--- config.mk ---
export PLATFORM = sky130hd
export DESIGN_NAME = cfgseq_top
export DESIGN_NICKNAME = d
export VERILOG_FILES = /design/src/rtl/cfgseq_pkg.sv /design/src/rtl/cfgseq_timer.sv /design/src/rtl/cfgseq_rx.sv /design/src/rtl/cfgseq_fwd.sv /design/src/rtl/cfgseq_top.sv
export SDC_FILE = /design/constraint.sdc
export NUM_CORES = 1
export LEC_CHECK = 0
export ABC_AREA = 1
export BUFFER_PORTS_ARGS = -buffer_cell sky130_fd_sc_hd__buf_2
export CORE_UTILIZATION = 30
export CTS_BUF_LIST = sky130_fd_sc_hd__clkbuf_8
export DETAILED_ROUTE_END_ITERATION = 10
export HOLD_SLACK_MARGIN = 0.03
export PLACE_DENSITY_LB_ADDON = 0.12
export SETUP_SLACK_MARGIN = 0.3
export SLEW_MARGIN = 0
export SYNTH_ARGS = -nofsm -noshare
export SYNTH_HDL_FRONTEND = slang
export SYNTH_HIERARCHICAL = 1
export SYNTH_SLANG_ARGS = --single-unit
--- constraint.sdc ---
create_clock -name clk -period 2 [get_ports clk]
set_clock_uncertainty 0.15 [all_clocks]
set_input_delay 0.2 -clock clk [delete_from_list [all_inputs] [get_ports clk]]
set_output_delay 0.2 -clock clk [all_outputs]
set_load 0.005 [all_outputs]
--- src/rtl/cfgseq_pkg.sv ---
package cfgseq_pkg;

    typedef enum logic [2:0] {
        ST_CLEAR,
        ST_HOLD,
        ST_MDELAY,
        ST_LOAD,
        ST_DONE,
        ST_FAIL
    } cfg_state_e;

    typedef enum logic [1:0] {
        PH_HUNT,
        PH_COUNT,
        PH_FRAME
    } rx_phase_e;

    typedef struct packed {
        logic load_ok;
        logic load_err;
    } rx_result_t;

    function automatic int unsigned cnt_width(input int unsigned n);
        return (n > 1) ? $clog2(n) : 1;
    endfunction

endpackage

--- src/rtl/cfgseq_timer.sv ---
module cfgseq_timer #(
    parameter int unsigned LEN = 16
) (
    input  logic clk,
    input  logic rst,
    input  logic run,
    output logic expired
);
    localparam int unsigned CW = cfgseq_pkg::cnt_width(LEN);
    localparam logic [CW-1:0] LAST = CW'(LEN - 1);

    logic [CW-1:0] cnt;

    always_ff @(posedge clk) begin
        if (rst || !run)
            cnt <= '0;
        else if (cnt != LAST)
            cnt <= cnt + 1'b1;
    end

    assign expired = run && (cnt == LAST);
endmodule

--- src/rtl/cfgseq_rx.sv ---
module cfgseq_rx
    import cfgseq_pkg::*;
#(
    parameter int unsigned PRE_W   = 8,
    parameter logic [PRE_W-1:0] PREAMBLE = 8'hB2,
    parameter int unsigned LEN_W   = 8,
    parameter int unsigned FRAME_W = 8
) (
    input  logic       clk,
    input  logic       rst,
    input  logic       active,
    input  logic       din,
    output rx_result_t res
);
    localparam int unsigned SPAN = (LEN_W > FRAME_W + 1) ? LEN_W : FRAME_W + 1;
    localparam int unsigned BCW  = cnt_width(SPAN + 1);
    localparam logic [BCW-1:0] LEN_LAST = BCW'(LEN_W - 1);
    localparam logic [BCW-1:0] PAR_POS  = BCW'(FRAME_W);

    rx_phase_e        phase;
    logic [PRE_W-1:0] win;
    logic [LEN_W-1:0] len_sr;
    logic [LEN_W-1:0] frames_left;
    logic [BCW-1:0]   bcnt;
    logic             par;

    logic [PRE_W-1:0] win_next;
    logic [LEN_W-1:0] len_next;
    logic             count_end;
    logic             parity_bit;
    logic             parity_bad;

    assign win_next   = {win[PRE_W-2:0], din};
    assign len_next   = {len_sr[LEN_W-2:0], din};
    assign count_end  = (phase == PH_COUNT) && (bcnt == LEN_LAST);
    assign parity_bit = (phase == PH_FRAME) && (bcnt == PAR_POS);
    assign parity_bad = par ^ din;

    always_comb begin
        res.load_err = active && parity_bit && parity_bad;
        res.load_ok  = active && ((count_end && (len_next == '0)) ||
                                  (parity_bit && !parity_bad &&
                                   (frames_left == LEN_W'(1))));
    end

    always_ff @(posedge clk) begin
        if (rst || !active) begin
            phase       <= PH_HUNT;
            win         <= '1;
            len_sr      <= '0;
            frames_left <= '0;
            bcnt        <= '0;
            par         <= 1'b0;
        end else begin
            unique case (phase)
                PH_HUNT: begin
                    win <= win_next;
                    if (win_next == PREAMBLE) begin
                        phase <= PH_COUNT;
                        bcnt  <= '0;
                    end
                end
                PH_COUNT: begin
                    len_sr <= len_next;
                    if (count_end) begin
                        phase       <= PH_FRAME;
                        frames_left <= len_next;
                        bcnt        <= '0;
                        par         <= 1'b0;
                    end else begin
                        bcnt <= bcnt + 1'b1;
                    end
                end
                PH_FRAME: begin
                    if (parity_bit) begin
                        frames_left <= frames_left - 1'b1;
                        bcnt        <= '0;
                        par         <= 1'b0;
                    end else begin
                        bcnt <= bcnt + 1'b1;
                        par  <= par ^ din;
                    end
                end
                default: phase <= PH_HUNT;
            endcase
        end
    end
endmodule

--- src/rtl/cfgseq_fwd.sv ---
module cfgseq_fwd (
    input  logic clk,
    input  logic rst,
    input  logic din,
    output logic dout
);
    logic stage_a;
    logic stage_b;

    always_ff @(posedge clk) begin
        if (rst) begin
            stage_a <= 1'b1;
            stage_b <= 1'b1;
        end else begin
            stage_a <= din;
            stage_b <= stage_a;
        end
    end

    always_ff @(negedge clk) begin
        if (rst)
            dout <= 1'b1;
        else
            dout <= stage_b;
    end
endmodule

--- src/rtl/cfgseq_top.sv ---
module cfgseq_top
    import cfgseq_pkg::*;
#(
    parameter int unsigned CLEAR_CYCLES       = 16,
    parameter int unsigned MASTER_WAIT_CYCLES = 3000,
    parameter int unsigned PRE_W              = 8,
    parameter logic [PRE_W-1:0] PREAMBLE      = 8'hB2,
    parameter int unsigned LEN_W              = 8,
    parameter int unsigned FRAME_W            = 8
) (
    input  logic clk,
    input  logic rst,
    input  logic master_mode,
    input  logic init_in,
    input  logic din,
    output logic init_drive_low,
    output logic cfg_pending_n,
    output logic dout
);
    cfg_state_e state;
    cfg_state_e state_nxt;
    rx_result_t rx_res;
    logic       clear_exp;
    logic       delay_exp;

    cfgseq_timer #(.LEN(CLEAR_CYCLES)) u_clear_tmr (
        .clk     (clk),
        .rst     (rst),
        .run     (state == ST_CLEAR),
        .expired (clear_exp)
    );

    cfgseq_timer #(.LEN(MASTER_WAIT_CYCLES)) u_delay_tmr (
        .clk     (clk),
        .rst     (rst),
        .run     ((state == ST_MDELAY) && init_in),
        .expired (delay_exp)
    );

    cfgseq_rx #(
        .PRE_W    (PRE_W),
        .PREAMBLE (PREAMBLE),
        .LEN_W    (LEN_W),
        .FRAME_W  (FRAME_W)
    ) u_rx (
        .clk    (clk),
        .rst    (rst),
        .active (state == ST_LOAD),
        .din    (din),
        .res    (rx_res)
    );

    cfgseq_fwd u_fwd (
        .clk  (clk),
        .rst  (rst),
        .din  (din),
        .dout (dout)
    );

    always_comb begin
        state_nxt = state;
        unique case (state)
            ST_CLEAR:  if (clear_exp) state_nxt = ST_HOLD;
            ST_HOLD:   if (init_in) state_nxt = master_mode ? ST_MDELAY : ST_LOAD;
            ST_MDELAY: begin
                if (!init_in)      state_nxt = ST_HOLD;
                else if (delay_exp) state_nxt = ST_LOAD;
            end
            ST_LOAD: begin
                if (rx_res.load_err)     state_nxt = ST_FAIL;
                else if (rx_res.load_ok) state_nxt = ST_DONE;
            end
            default: state_nxt = state;
        endcase
    end

    always_ff @(posedge clk) begin
        if (rst)
            state <= ST_CLEAR;
        else
            state <= state_nxt;
    end

    assign init_drive_low = (state == ST_CLEAR) || (state == ST_FAIL);
    assign cfg_pending_n  = (state == ST_DONE);
endmodule

=== After elaboration in Yosys (flattened, before gate mapping) ===
Index checks and enable logic that the tools add are counted.

* Add/subtract/negate cells: 4
* Eq/ne operators: 22
* Mux-type cells: 21
* Bitwise logic cells: 2
* Reduce and logical (&&, ||, !) cells: 31

{| class="wikitable"
|+ Operator list
! cell !! count
|-
| $mux W3 || 6
|-
| $mux W8 || 2
|-
| $pmux W8 S2 || 1
|-
| $add A12 B1 Y12 const B || 1
|-
| $eq A12 B12 Y1 const B || 1
|-
| $mux W4 || 3
|-
| $ne A12 B12 Y1 const B || 1
|-
| $pmux W3 S4 || 1
|-
| $pmux W4 S3 || 1
|-
| $logic_and A1 B1 Y1 || 11
|-
| $add A4 B1 Y4 const B || 2
|-
| $eq A4 B4 Y1 const B || 2
|-
| $eq A8 B1 Y1 const B || 1
|-
| $eq A8 B8 Y1 const B || 1
|-
| $logic_not A8 Y1 || 1
|-
| $sub A8 B1 Y8 const B || 1
|-
| $eq A3 B2 Y1 const B || 2
|-
| $eq A3 B3 Y1 const B || 2
|-
| $ne A2 B1 Y1 const B || 3
|-
| $ne A3 B3 Y1 const B || 2
|-
| $pmux W2 S3 || 1
|-
| $reduce_and A3 Y1 || 2
|-
| $logic_or A1 B1 Y1 || 5
|-
| $reduce_and A5 Y1 || 1
|-
| other kinds (18) || 26
|}

* Flip-flop bits (word level): 51
* Input port bits: 5
* Output and inout port bits: 3
* Logic and storage cells: 92

=== Logic depth before layout (Yosys ltp) ===
Gate-level depths: netlist of run 1.

* Depth in word-level cells: 9
* Mapped depth: 15
* Depth with buffers taken out: 14

=== By module ===
Netlist of run 1, hierarchy kept.

{| class="wikitable"
|+ By module, submodules not included
! module !! times used !! cells each !! area an instance (um^2) !! seq. area each (um^2)
|-
| cfgseq_rx || 1 || 223 || 1557.7 || 580.6
|-
| cfgseq_timer at u_delay_tmr || 1 || 104 || 705.7 || 240.2
|-
| cfgseq_top || 1 || 49 || 274.0 || 60.1
|-
| cfgseq_timer at u_clear_tmr || 1 || 32 || 210.2 || 80.1
|-
| cfgseq_fwd || 1 || 11 || 92.6 || 60.1
|}

==> results.json, run 1 <==
{
  "maxSlewHeadroom": 0.748,
  "clkSlewWorstSetupHoldPaths_ns": 0.10,
  "cellPowerDensity_nw_per_um2": 606,
  "grt-busiest-layer": "met2",
  "final-instance-count-excl-fill": 560,
  "final.setup.worst_slack_ns": -0.106,
  "synthesis.area_sq_um": 2840,
  "power_leakage_uw": 0.00134,
  "cts_max_path_buffers": 2,
  "design.die.area_sq_um": 9860,
  "synth_seq_cells": 51,
  "holdCritPathClass": "input port to register",
  "antenna_violating_nets_post_route": 0,
  "groute.layer.met3.usage": 0.0253,
  "place_hpwl_mm": 4.65,
  "synthDominantCellAreaShare": 0.359,
  "crit_required_ns": 1.65,
  "wl_per_cell_microns": 11.8,
  "result_of_the_run": "complete, but fails checks",
  "async_reset_ff_frac": 0,
  "grt_start_max_net_pins": 16,
  "via_count_of_the_first_global_routing_pass": 2383,
  "yosys-top-cells-area": "sky130_fd_sc_hd__dfxtp_1, sky130_fd_sc_hd__nand2_1, sky130_fd_sc_hd__inv_1",
  "rsz0062_at_grt": "true",
  "seq_power_share": 0.530,
  "crit_type": "register to primary output",
  "synth_top_area_cell": "sky130_fd_sc_hd__dfxtp_1",
  "slowest_delay_ns": 0.28,
  "die_width_microns": 99.3,
  "internal_power_uw": 1480,
  "final-hold-violation-count": 0,
  "fraction_of_power_spent_switching_nets": 0.292,
  "cp_num_buf_inv": 1,
  "max_slew.worst_pin.slew_ns": 0.377,
  "violated_checks": "DRC, setup timing",
  "initial_standard_cell_utilization_of_the_core": 0.309,
  "number_of_enable_type_register_cells_in_the_synthesized_netlist": 0,
  "switchingPower_uw": 611,
  "synth_nets": 434,
  "critPathMaxFanout": 1,
  "seqCellArea_sq_um": 1050,
  "cts_tree": "yes",
  "timing.critical_path.max_delay_family": "flip-flops",
  "postRouteWirelength_mm": 6.62,
  "drt_pass1_iterations": 7,
  "multi_input_area_sq_um": 1690,
  "design.core.area_sq_um": 9200,
  "ir_drop_mv": 0.306,
  "post-layout-total-power_uw": 2090,
  "buffer_ports.inserted": 7,
  "initial_antenna_violation_count": 0,
  "power.combinational.fraction": 0.161,
  "worst_skew_pair.late_latency_ns": 0.30,
  "synth_warnings": 6,
  "cts-root-buf": "sky130_fd_sc_hd__clkbuf_8",
  "max_cap_viol_count": 0,
  "cts_made_buffers": 5,
  "endpoints_failing_setup": 1,
  "hold_slack_ns": 0.0446,
  "final.setup.tns_ns": -0.106,
  "fillerInstances": 1010,
  "via_per_inst": 4.58,
  "gr-usage-met2": 0.236,
  "drt_iter0_drc": 66,
  "route.vias.total": 2564,
  "grt_util_met1": 0.185,
  "grt_first_pass_wirelength_mm": 11.1,
  "syn-mean-instance-area_sq_um": 6.78,
  "dominantRegCellSynth": "sky130_fd_sc_hd__dfxtp_1",
  "timing_max_transition_violations_final": 0,
  "placed_cells": 540,
  "clock_sink_count": 51,
  "synth.most_common_cell": "sky130_fd_sc_hd__nand2_1",
  "pre_cts_slack_ns": 0.136,
  "syn2layout_area_growth_pct": 21.4,
  "clock_power_share": 0.309,
  "grt.overflow.total": 0,
  "ctsHtreeMaxLevel": 2,
  "die_h_microns": 99.3,
  "cp_cell_sequence": "buf_2",
  "design.final.nets": 463,
  "core.rowCount": 35,
  "crit_slowest_cell": "sky130_fd_sc_hd__dfxtp_1",
  "drc_errors_left": 2,
  "crit_arrival_ns": 1.76,
  "syn_inst": 419,
  "place.gp.congestion": 0.764,
  "post_route_cells_drive_above_1_share": 0.247,
  "grt_util_all_layers": 0.140,
  "ios": 8,
  "antennaDiodeCount": 0,
  "timing.critical_path.from_type": "register",
  "synth_cell_types": 34,
  "type_of_element_capturing_the_critical_path": "primary output",
  "synth.top_cells.by_count": "sky130_fd_sc_hd__nand2_1, sky130_fd_sc_hd__inv_1, sky130_fd_sc_hd__nor2_1, sky130_fd_sc_hd__dfxtp_1, sky130_fd_sc_hd__a21oi_1",
  "synth.yosys.seq_area_share": 0.359
}
[routing by layer]
metal  vias to the layer above  routed length, microns
met5                         -                       0
met4                         0                      36
met3                         2                     116
met2                        24                    3060
met1                      1142                    3410
li1                       1396                       -
[layout make-up]
| cell class | count | area share |
|---|---|---|
| clock buffers | 6 | 0.0240 |
| clock inverters | 3 | 0.00472 |
| inverters | 65 | 0.0802 |
| multi-input cells | 297 | 0.491 |
| flip-flops and latches | 51 | 0.304 |
| well taps | 111 | 0.0403 |
| repair buffers | 27 | 0.0555 |
[power groups by stage]
stage | Combinational [uW] | Clock, uW | Sequential [uW]
after CTS | 334 | 681 | 1100
after floorplan | 260 | 6.26 | 1110
final | 337 | 645 | 1110
after detailed placement | 328 | 6.26 | 1120
after global placement | 326 | 6.26 | 1120
after global routing | 391 | 716 | 1120
[metrics by stage]
step,util,cell area (sq um)
global placement,0.336,3090
floorplan,-,2900
CTS,0.356,3280
global route,0.375,3450
detailed placement,0.336,3090
finish,0.375,3450
[tightest hold or removal path: cells and delay by family]
family | cells | cell delay, ns
buffers and inverters | 2 | 0.22
AND/OR/NAND/NOR | 1 | 0.04
[what timing repair did]
item,4_1_cts,5_1_grt
cloned,0,1
setup endpoints to repair,11,17
hold buffers,1,0
setup buffers,4,6
resized for setup,15,37
pin swaps,10,11
hold endpoints to repair,1,0
[flip-flops by register name, summed over array words and instances, names as in the netlist]
| signal | count |
|---|---|
| state | 3 |
| u_clear_tmr/cnt | 4 |
| u_delay_tmr/cnt | 12 |
| u_fwd/dout | 1 |
| u_fwd/stage_a | 1 |
| u_fwd/stage_b | 1 |
| u_rx/bcnt | 4 |
| u_rx/frames_left | 8 |
| u_rx/len_sr | 7 |
| u_rx/par | 1 |
| u_rx/phase | 2 |
| u_rx/win | 7 |
[kinds of logic after synthesis]
family / synth area share
and+or+nand+nor: 0.352
xor gates and xnor gates: 0.0123
adders and majority gates: 0.0441
buffers and inverters: 0.109
DFF: 0.359
AOI/OAI and AO/OA: 0.123
[path summary, 6_finish.rpt]
path / endpoint / startpoint / depth (start not counted) / slack, ns
max: dout / u_fwd/dout / 1 / -0.11
min: u_fwd/stage_a / din / 3 / 0.04
max reg2reg: state[1] / u_rx/bcnt[1] / 14 / 0.24
min reg2reg: u_fwd/stage_b / u_fwd/stage_a / 2 / 0.27
[cell usage in the layout (no fill, tap or decap), types with 3 or more instances in the layout]
cell                       netlist  layout
sky130_fd_sc_hd__nand3_4         1       3
sky130_fd_sc_hd__nand2_1        95      94
sky130_fd_sc_hd__clkbuf_8        0       6
sky130_fd_sc_hd__inv_2           8      10
sky130_fd_sc_hd__o21ai_1         3       5
sky130_fd_sc_hd__buf_2           2       7
sky130_fd_sc_hd__nor2_1         55      49
sky130_fd_sc_hd__nand2_4         0       3
sky130_fd_sc_hd__a21oi_2         2       5
sky130_fd_sc_hd__nand3_1        27      25
sky130_fd_sc_hd__nor2_4          3       6
sky130_fd_sc_hd__inv_4           1       4
sky130_fd_sc_hd__nand3_2         2       3
sky130_fd_sc_hd__o21ai_0        15      13
sky130_fd_sc_hd__nor3_1          3       3
sky130_fd_sc_hd__o21bai_1        3       3
sky130_fd_sc_hd__dfxtp_2         0       4
sky130_fd_sc_hd__dfxtp_4         0       6
sky130_fd_sc_hd__nand4_1         8       8
sky130_fd_sc_hd__o211ai_1        3       3
sky130_fd_sc_hd__dfxtp_1        51      41
sky130_fd_sc_hd__nor2_2          5       8
sky130_fd_sc_hd__a21oi_1        37      34
sky130_fd_sc_hd__ha_4            0       4
sky130_fd_sc_hd__nand2_2        11       9
sky130_fd_sc_hd__buf_4           3      18
sky130_fd_sc_hd__ha_2            0       4
sky130_fd_sc_hd__inv_1          55      50
No activity file was read; power rests on OpenSTA's default activity.
==> run 2, diff against run 1 <==
--- a/config.mk
+++ b/config.mk
@@ -6,10 +6,11 @@
 export NUM_CORES = 1
 export LEC_CHECK = 0
 export ABC_AREA = 1
-export BUFFER_PORTS_ARGS = -buffer_cell sky130_fd_sc_hd__buf_2
 export CORE_UTILIZATION = 30
 export CTS_BUF_LIST = sky130_fd_sc_hd__clkbuf_8
+export CTS_CLUSTER_DIAMETER = 80
 export DETAILED_ROUTE_END_ITERATION = 10
+export DONT_BUFFER_PORTS = 1
 export HOLD_SLACK_MARGIN = 0.03
 export PLACE_DENSITY_LB_ADDON = 0.12
 export SETUP_SLACK_MARGIN = 0.3
==> results.json, run 2 (synthesis results as in run 1) <==
{
  "result_of_the_run": "complete, but fails checks",
  "violated_checks": "setup timing",
  "cts_tree": "yes",
  "crit_required_ns": 1.65,
  "ir_drop_mv": 0.361,
  "clkSlewWorstSetupHoldPaths_ns": 0.10,
  "final.setup.worst_slack_ns": -0.0187,
  "die_h_microns": 99.3,
  "internal_power_uw": 1490,
  "worstHoldStart": "rst",
  "max_slew.worst_pin.slew_ns": 0.412,
  "top_regs": "u_delay_tmr/cnt: 12 flops, u_rx/frames_left: 8 flops",
  "power.combinational.fraction": 0.168,
  "final-hold-violation-count": 0,
  "holdCritPathClass": "input port to register",
  "die_width_microns": 99.3,
  "fraction_of_power_spent_switching_nets": 0.291,
  "via_count_of_the_first_global_routing_pass": 2383,
  "type_of_element_capturing_the_critical_path": "primary output",
  "initial_antenna_violation_count": 0,
  "wl_per_cell_microns": 11.5,
  "mostFrequentLayoutCells": "sky130_fd_sc_hd__nand2_1, sky130_fd_sc_hd__inv_1, sky130_fd_sc_hd__nor2_1",
  "placed_cell_area_sq_um": 3060,
  "largest-register": "u_delay_tmr/cnt",
  "antenna_violating_nets_post_route": 0,
  "postRouteWirelength_mm": 6.39,
  "design.final.nets": 459,
  "cts_made_buffers": 5,
  "grt_first_pass_wirelength_mm": 11.0,
  "antennaDiodeCount": 0,
  "crit_type": "register to primary output",
  "via_per_inst": 4.59,
  "crit_arrival_ns": 1.67,
  "switchingPower_uw": 614,
  "layout.cell_area.non_filler_sq_um": 3440,
  "endpoints_failing_setup": 1,
  "place_hpwl_mm": 4.60,
  "fillerInstances": 974,
  "syn2layout_area_growth_pct": 21.1,
  "initial_standard_cell_utilization_of_the_core": 0.309,
  "largest_register_ff_count": 12,
  "worst_skew_pair.late_latency_ns": 0.30,
  "power_leakage_uw": 0.00136,
  "grt.overflow.total": 0,
  "ctsHtreeMaxLevel": 2,
  "grt_util_all_layers": 0.138,
  "critPathMaxFanout": 1,
  "regToRegStartpoint": "u_rx/bcnt[1]",
  "max_cap_viol_count": 0,
  "setup.worst_path.start": "u_fwd/dout",
  "hold_slack_ns": 0.0641,
  "drc_errors_left": 0,
  "layout_commonest_cell": "sky130_fd_sc_hd__nand2_1",
  "cts-root-buf": "sky130_fd_sc_hd__clkbuf_8",
  "timing.critical_path.from_type": "register",
  "design.core.area_sq_um": 9200,
  "maxSlewHeadroom": 0.725,
  "drt_pass1_iterations": 4,
  "grt_start_max_net_pins": 17,
  "buffer_ports.inserted": 0,
  "route.vias.total": 2554,
  "core.rowCount": 35,
  "ios": 8,
  "cts_max_path_buffers": 2,
  "cellPowerDensity_nw_per_um2": 613,
  "post_route_cells_drive_above_1_share": 0.240,
  "design.die.area_sq_um": 9860,
  "seq_power_share": 0.524,
  "clock_sink_count": 51,
  "place.gp.congestion": 0.787,
  "rsz0062_at_grt": "true",
  "timing_max_transition_violations_final": 0,
  "clock_power_share": 0.308,
  "drt_iter0_drc": 80
}
==> run 2: area by class of cell <==
type,count,area [sq um],area share
multi-input cells,296,1680,0.489
flip-flops and latches,51,1050,0.305
inverters,65,274,0.0797
repair buffers,24,191,0.0557
well taps,111,139,0.0404
clock buffers,6,82.6,0.0240
clock inverters,3,18.8,0.00546
==> run 2: final timing paths <==
check | endpoint | slack [ns] | depth (start not counted)
min reg2reg | u_fwd/stage_b | 0.27 | 2
max | dout | -0.02 | 0
max reg2reg | state[0] | 0.28 | 13
min | u_rx/win[4] | 0.06 | 3
==> run 2: power groups by stage <==
stage	logic, uW	clock network (uW)	registers (uW)
2_1_floorplan	260	6.26	1110
5_1_grt	407	732	1110
6_report	355	648	1110
3_3_place_gp	305	6.26	1120
4_1_cts	318	697	1100
3_5_place_dp	309	6.26	1120
==> run 2: timing repair <==
item / CTS / global route
resized for setup: 18 / 32
pin swaps: 9 / 9
endpoints found under the hold margin: 11 / 0
hold buffers: 2 / 0
endpoints found under the setup margin: 11 / 15
setup buffers: 6 / 6
==> run 2: layer usage <==
layer  routed length (microns)  GRT usage  up-vias
met2                      3050      0.232       17
li1                          -          -     1379
met3                       118     0.0253        4
met5                         0          0        -
met1                      3170      0.182     1154
met4                        47     0.0373        0
==> run 2: through the flow <==
step	power, uW	cells	setup WS, ns	setup TNS, ns	util
global route	2250	556	-0.0769	-0.0769	0.374
global placement	1430	534	0.158	0	0.333
CTS	2120	550	-0.0350	-0.0350	0.357
finish	2110	556	-0.0187	-0.0187	0.374
detailed placement	1440	534	0.159	0	0.333
floorplan	1380	419	0.292	0	-
==> run 3, diff against run 2 <==
--- a/config.mk
+++ b/config.mk
@@ -5,14 +5,13 @@
 export SDC_FILE = /design/constraint.sdc
 export NUM_CORES = 1
 export LEC_CHECK = 0
-export ABC_AREA = 1
 export CORE_UTILIZATION = 30
 export CTS_BUF_LIST = sky130_fd_sc_hd__clkbuf_8
 export CTS_CLUSTER_DIAMETER = 80
 export DETAILED_ROUTE_END_ITERATION = 10
 export DONT_BUFFER_PORTS = 1
 export HOLD_SLACK_MARGIN = 0.03
-export PLACE_DENSITY_LB_ADDON = 0.12
+export PLACE_DENSITY = 0.44
 export SETUP_SLACK_MARGIN = 0.3
 export SLEW_MARGIN = 0
 export SYNTH_ARGS = -nofsm -noshare
==> constraint.sdc (replaced) <==
create_clock -name clk -period 1.7 [get_ports clk]
set_clock_uncertainty 0.15 [all_clocks]
set_input_delay 0.17 -clock clk [delete_from_list [all_inputs] [get_ports clk]]
set_output_delay 0.17 -clock clk [all_outputs]
set_load 0.005 [all_outputs]
==> results.json, run 3 <==
{
  "type_of_element_capturing_the_critical_path": "primary output",
  "worst_skew_pair.late_latency_ns": 0.31,
  "crit_type": "register to primary output",
  "drt_pass1_iterations": 9,
  "post_route_cells_drive_above_1_share": 0.479,
  "final-instance-count-excl-fill": 490,
  "syn2layout_area_growth_pct": 50.9,
  "wl_per_cell_microns": 14.9,
  "reg2reg_to": "state[1]",
  "mostFrequentLayoutCells": "sky130_fd_sc_hd__buf_4, sky130_fd_sc_hd__dfxtp_1, sky130_fd_sc_hd__nand2_1",
  "synth.yosys.seq_area_share": 0.366,
  "setup.worst_path.start": "u_fwd/dout",
  "final.setup.worst_slack_ns": -0.146,
  "grt.overflow.total": 0,
  "final-hold-violation-count": 0,
  "fillerInstances": 814,
  "grt_first_pass_wirelength_mm": 12.0,
  "syn_inst": 313,
  "power.combinational.fraction": 0.023,
  "synth_warnings": 6,
  "synthDominantCellAreaShare": 0.366,
  "design.final.nets": 396,
  "cts_max_path_buffers": 2,
  "cts_made_buffers": 5,
  "yosys-top-cells-area": "sky130_fd_sc_hd__dfxtp_1, sky130_fd_sc_hd__mux2i_1, sky130_fd_sc_hd__a21oi_1",
  "crit_required_ns": 1.38,
  "place_hpwl_mm": 4.85,
  "rsz0062_at_grt": "true",
  "critical_path_cell_count": 0,
  "timing_max_transition_violations_final": 0,
  "core.rowCount": 34,
  "synth_seq_cells": 51,
  "layout_commonest_cell": "sky130_fd_sc_hd__buf_4",
  "ctsHtreeMaxLevel": 2,
  "violated_checks": "DRC, setup timing",
  "largest-register": "u_delay_tmr/cnt",
  "ios": 8,
  "dominantRegCellSynth": "sky130_fd_sc_hd__dfxtp_1",
  "cts-root-buf": "sky130_fd_sc_hd__clkbuf_8",
  "synth_nets": 328,
  "cellPowerDensity_nw_per_um2": 477,
  "number_of_enable_type_register_cells_in_the_synthesized_netlist": 0,
  "critPathMaxFanout": 1,
  "largest_register_ff_count": 12,
  "via_per_inst": 5.16,
  "max_cap_viol_count": 0,
  "fraction_of_power_spent_switching_nets": 0.226,
  "synth.most_common_cell": "sky130_fd_sc_hd__dfxtp_1",
  "reg2reg_setup_slack_ns": -0.10,
  "grt_util_all_layers": 0.154,
  "initial_antenna_violation_count": 0,
  "regToRegStartpoint": "u_rx/phase[0]",
  "endpoints_failing_setup": 9,
  "drt_iter0_drc": 57,
  "reg2regPathDepth": 8,
  "clock_sink_count": 51,
  "async_reset_ff_frac": 0,
  "ir_drop_mv": 0.336,
  "top_regs": "u_delay_tmr/cnt: 12 flops, u_rx/frames_left: 8 flops",
  "initial_standard_cell_utilization_of_the_core": 0.315,
  "cts_tree": "yes",
  "pre_cts_slack_ns": -0.0880,
  "syn-mean-instance-area_sq_um": 8.92,
  "grt_start_max_net_pins": 22,
  "timing.critical_path.from_type": "register",
  "postRouteWirelength_mm": 7.32,
  "switchingPower_uw": 455,
  "drc_errors_left": 2,
  "power_leakage_uw": 0.00153,
  "result_of_the_run": "complete, but fails checks",
  "place.gp.congestion": 0.764,
  "buffer_ports.inserted": 0,
  "seq_power_share": 0.600,
  "design.die.area_sq_um": 9690,
  "maxSlewHeadroom": 0.649,
  "design.core.area_sq_um": 8850,
  "finish.utilization": 0.476,
  "die_width_microns": 98.5,
  "via_count_of_the_first_global_routing_pass": 2490,
  "route.vias.total": 2527,
  "holdCritPathClass": "input port to register",
  "synthesis.area_sq_um": 2790,
  "synth.top_cells.by_count": "sky130_fd_sc_hd__dfxtp_1, sky130_fd_sc_hd__a21oi_1, sky130_fd_sc_hd__nand2_1, sky130_fd_sc_hd__nor2_1, sky130_fd_sc_hd__mux2i_1",
  "crit_arrival_ns": 1.53,
  "post-layout-total-power_uw": 2010,
  "synth_cell_types": 63,
  "worstSetupEndpoint": "dout",
  "max_slew.worst_pin.slew_ns": 0.526,
  "internal_power_uw": 1550,
  "antenna_violating_nets_post_route": 0,
  "antennaDiodeCount": 0,
  "synth_top_area_cell": "sky130_fd_sc_hd__dfxtp_1",
  "die_h_microns": 98.5,
  "clkSlewWorstSetupHoldPaths_ns": 0.09,
  "placed_cells": 460,
  "clock_power_share": 0.377
}
run 3: cell count changes after synthesis, moves of 7 or more:
cell	change
sky130_fd_sc_hd__inv_2	-8
sky130_fd_sc_hd__nand3_1	-17
sky130_fd_sc_hd__nor2_1	-34
sky130_fd_sc_hd__inv_1	-43
sky130_fd_sc_hd__o21ai_0	-8
sky130_fd_sc_hd__nand2b_1	+7
sky130_fd_sc_hd__a21oi_1	-10
sky130_fd_sc_hd__mux2i_1	+18
sky130_fd_sc_hd__nand2_1	-72
sky130_fd_sc_hd__nand2_2	-11
run 3: what timing repair did:
item / CTS / global route
buffers inserted: 12 / 5
resized for setup: 56 / 51
hold buffers: 3 / 0
hold endpoints to repair: 24 / 0
setup endpoints to repair: 41 / 51
pin swaps: 27 / 27
cloned: 1 / 1
run 3: metal layers:
layer	GRT usage	wire length, microns	vias to the layer above
met3	0.0284	177	4
met2	0.249	3380	22
met4	0.0402	52	0
met1	0.211	3710	1212
li1	-	-	1289
met5	0	0	-
run 3: worst min-delay path by stage:
| stage | cells past startpoint | startpoint | end |
|---|---|---|---|
| 2_1_floorplan | 1 | rst | state[1] |
| 3_3_place_gp | 1 | rst | state[1] |
| 3_5_place_dp | 1 | rst | state[1] |
| 4_1_cts | 4 | din | u_rx/par |
| 5_1_grt | 4 | din | u_rx/par |
| 6_report | 4 | din | u_rx/par |
run 3: logic make-up after synthesis:
family / count (synthesis) / synth area share
simple gates: 135 / 0.298
compound gates: 66 / 0.158
xor+xnor: 5 / 0.0157
flops: 51 / 0.366
buf+inv: 27 / 0.0453
mux: 19 / 0.0726
fa+ha+maj: 10 / 0.0448
run 3: per-stage QoR:
stage                     TNS, ns  hold WS (ns)  area [sq um]
final                      -0.575        0.0424          4210
after global routing        -1.28        0.0596          4210
after CTS                  -0.358        0.0756          3930
after detailed placement   -0.175        0.0928          3450
after global placement     -0.157        0.0920          3450
after floorplan            -0.172        0.0891          2980
run 3: power groups by stage:
stage | sequential [uW] | clock [uW] | combinational (uW)
after global placement | 1240 | 7.36 | 27.8
final | 1200 | 757 | 46.8
after detailed placement | 1240 | 7.36 | 27.6
after floorplan | 1230 | 7.36 | 26.9
after global routing | 1210 | 845 | 52.4
after CTS | 1210 | 795 | 42.9
run 3: area by class of cell:
class	count	area [sq um]	share of cell area
Clock inverter	3	16.3	0.00386
Timing Repair Buffer	76	781	0.185
Inverter	11	48.8	0.0116
Sequential cell	51	1060	0.251
Multi-Input combinational cell	235	2090	0.497
Tap cell	108	135	0.0321
Clock buffer	6	82.6	0.0196
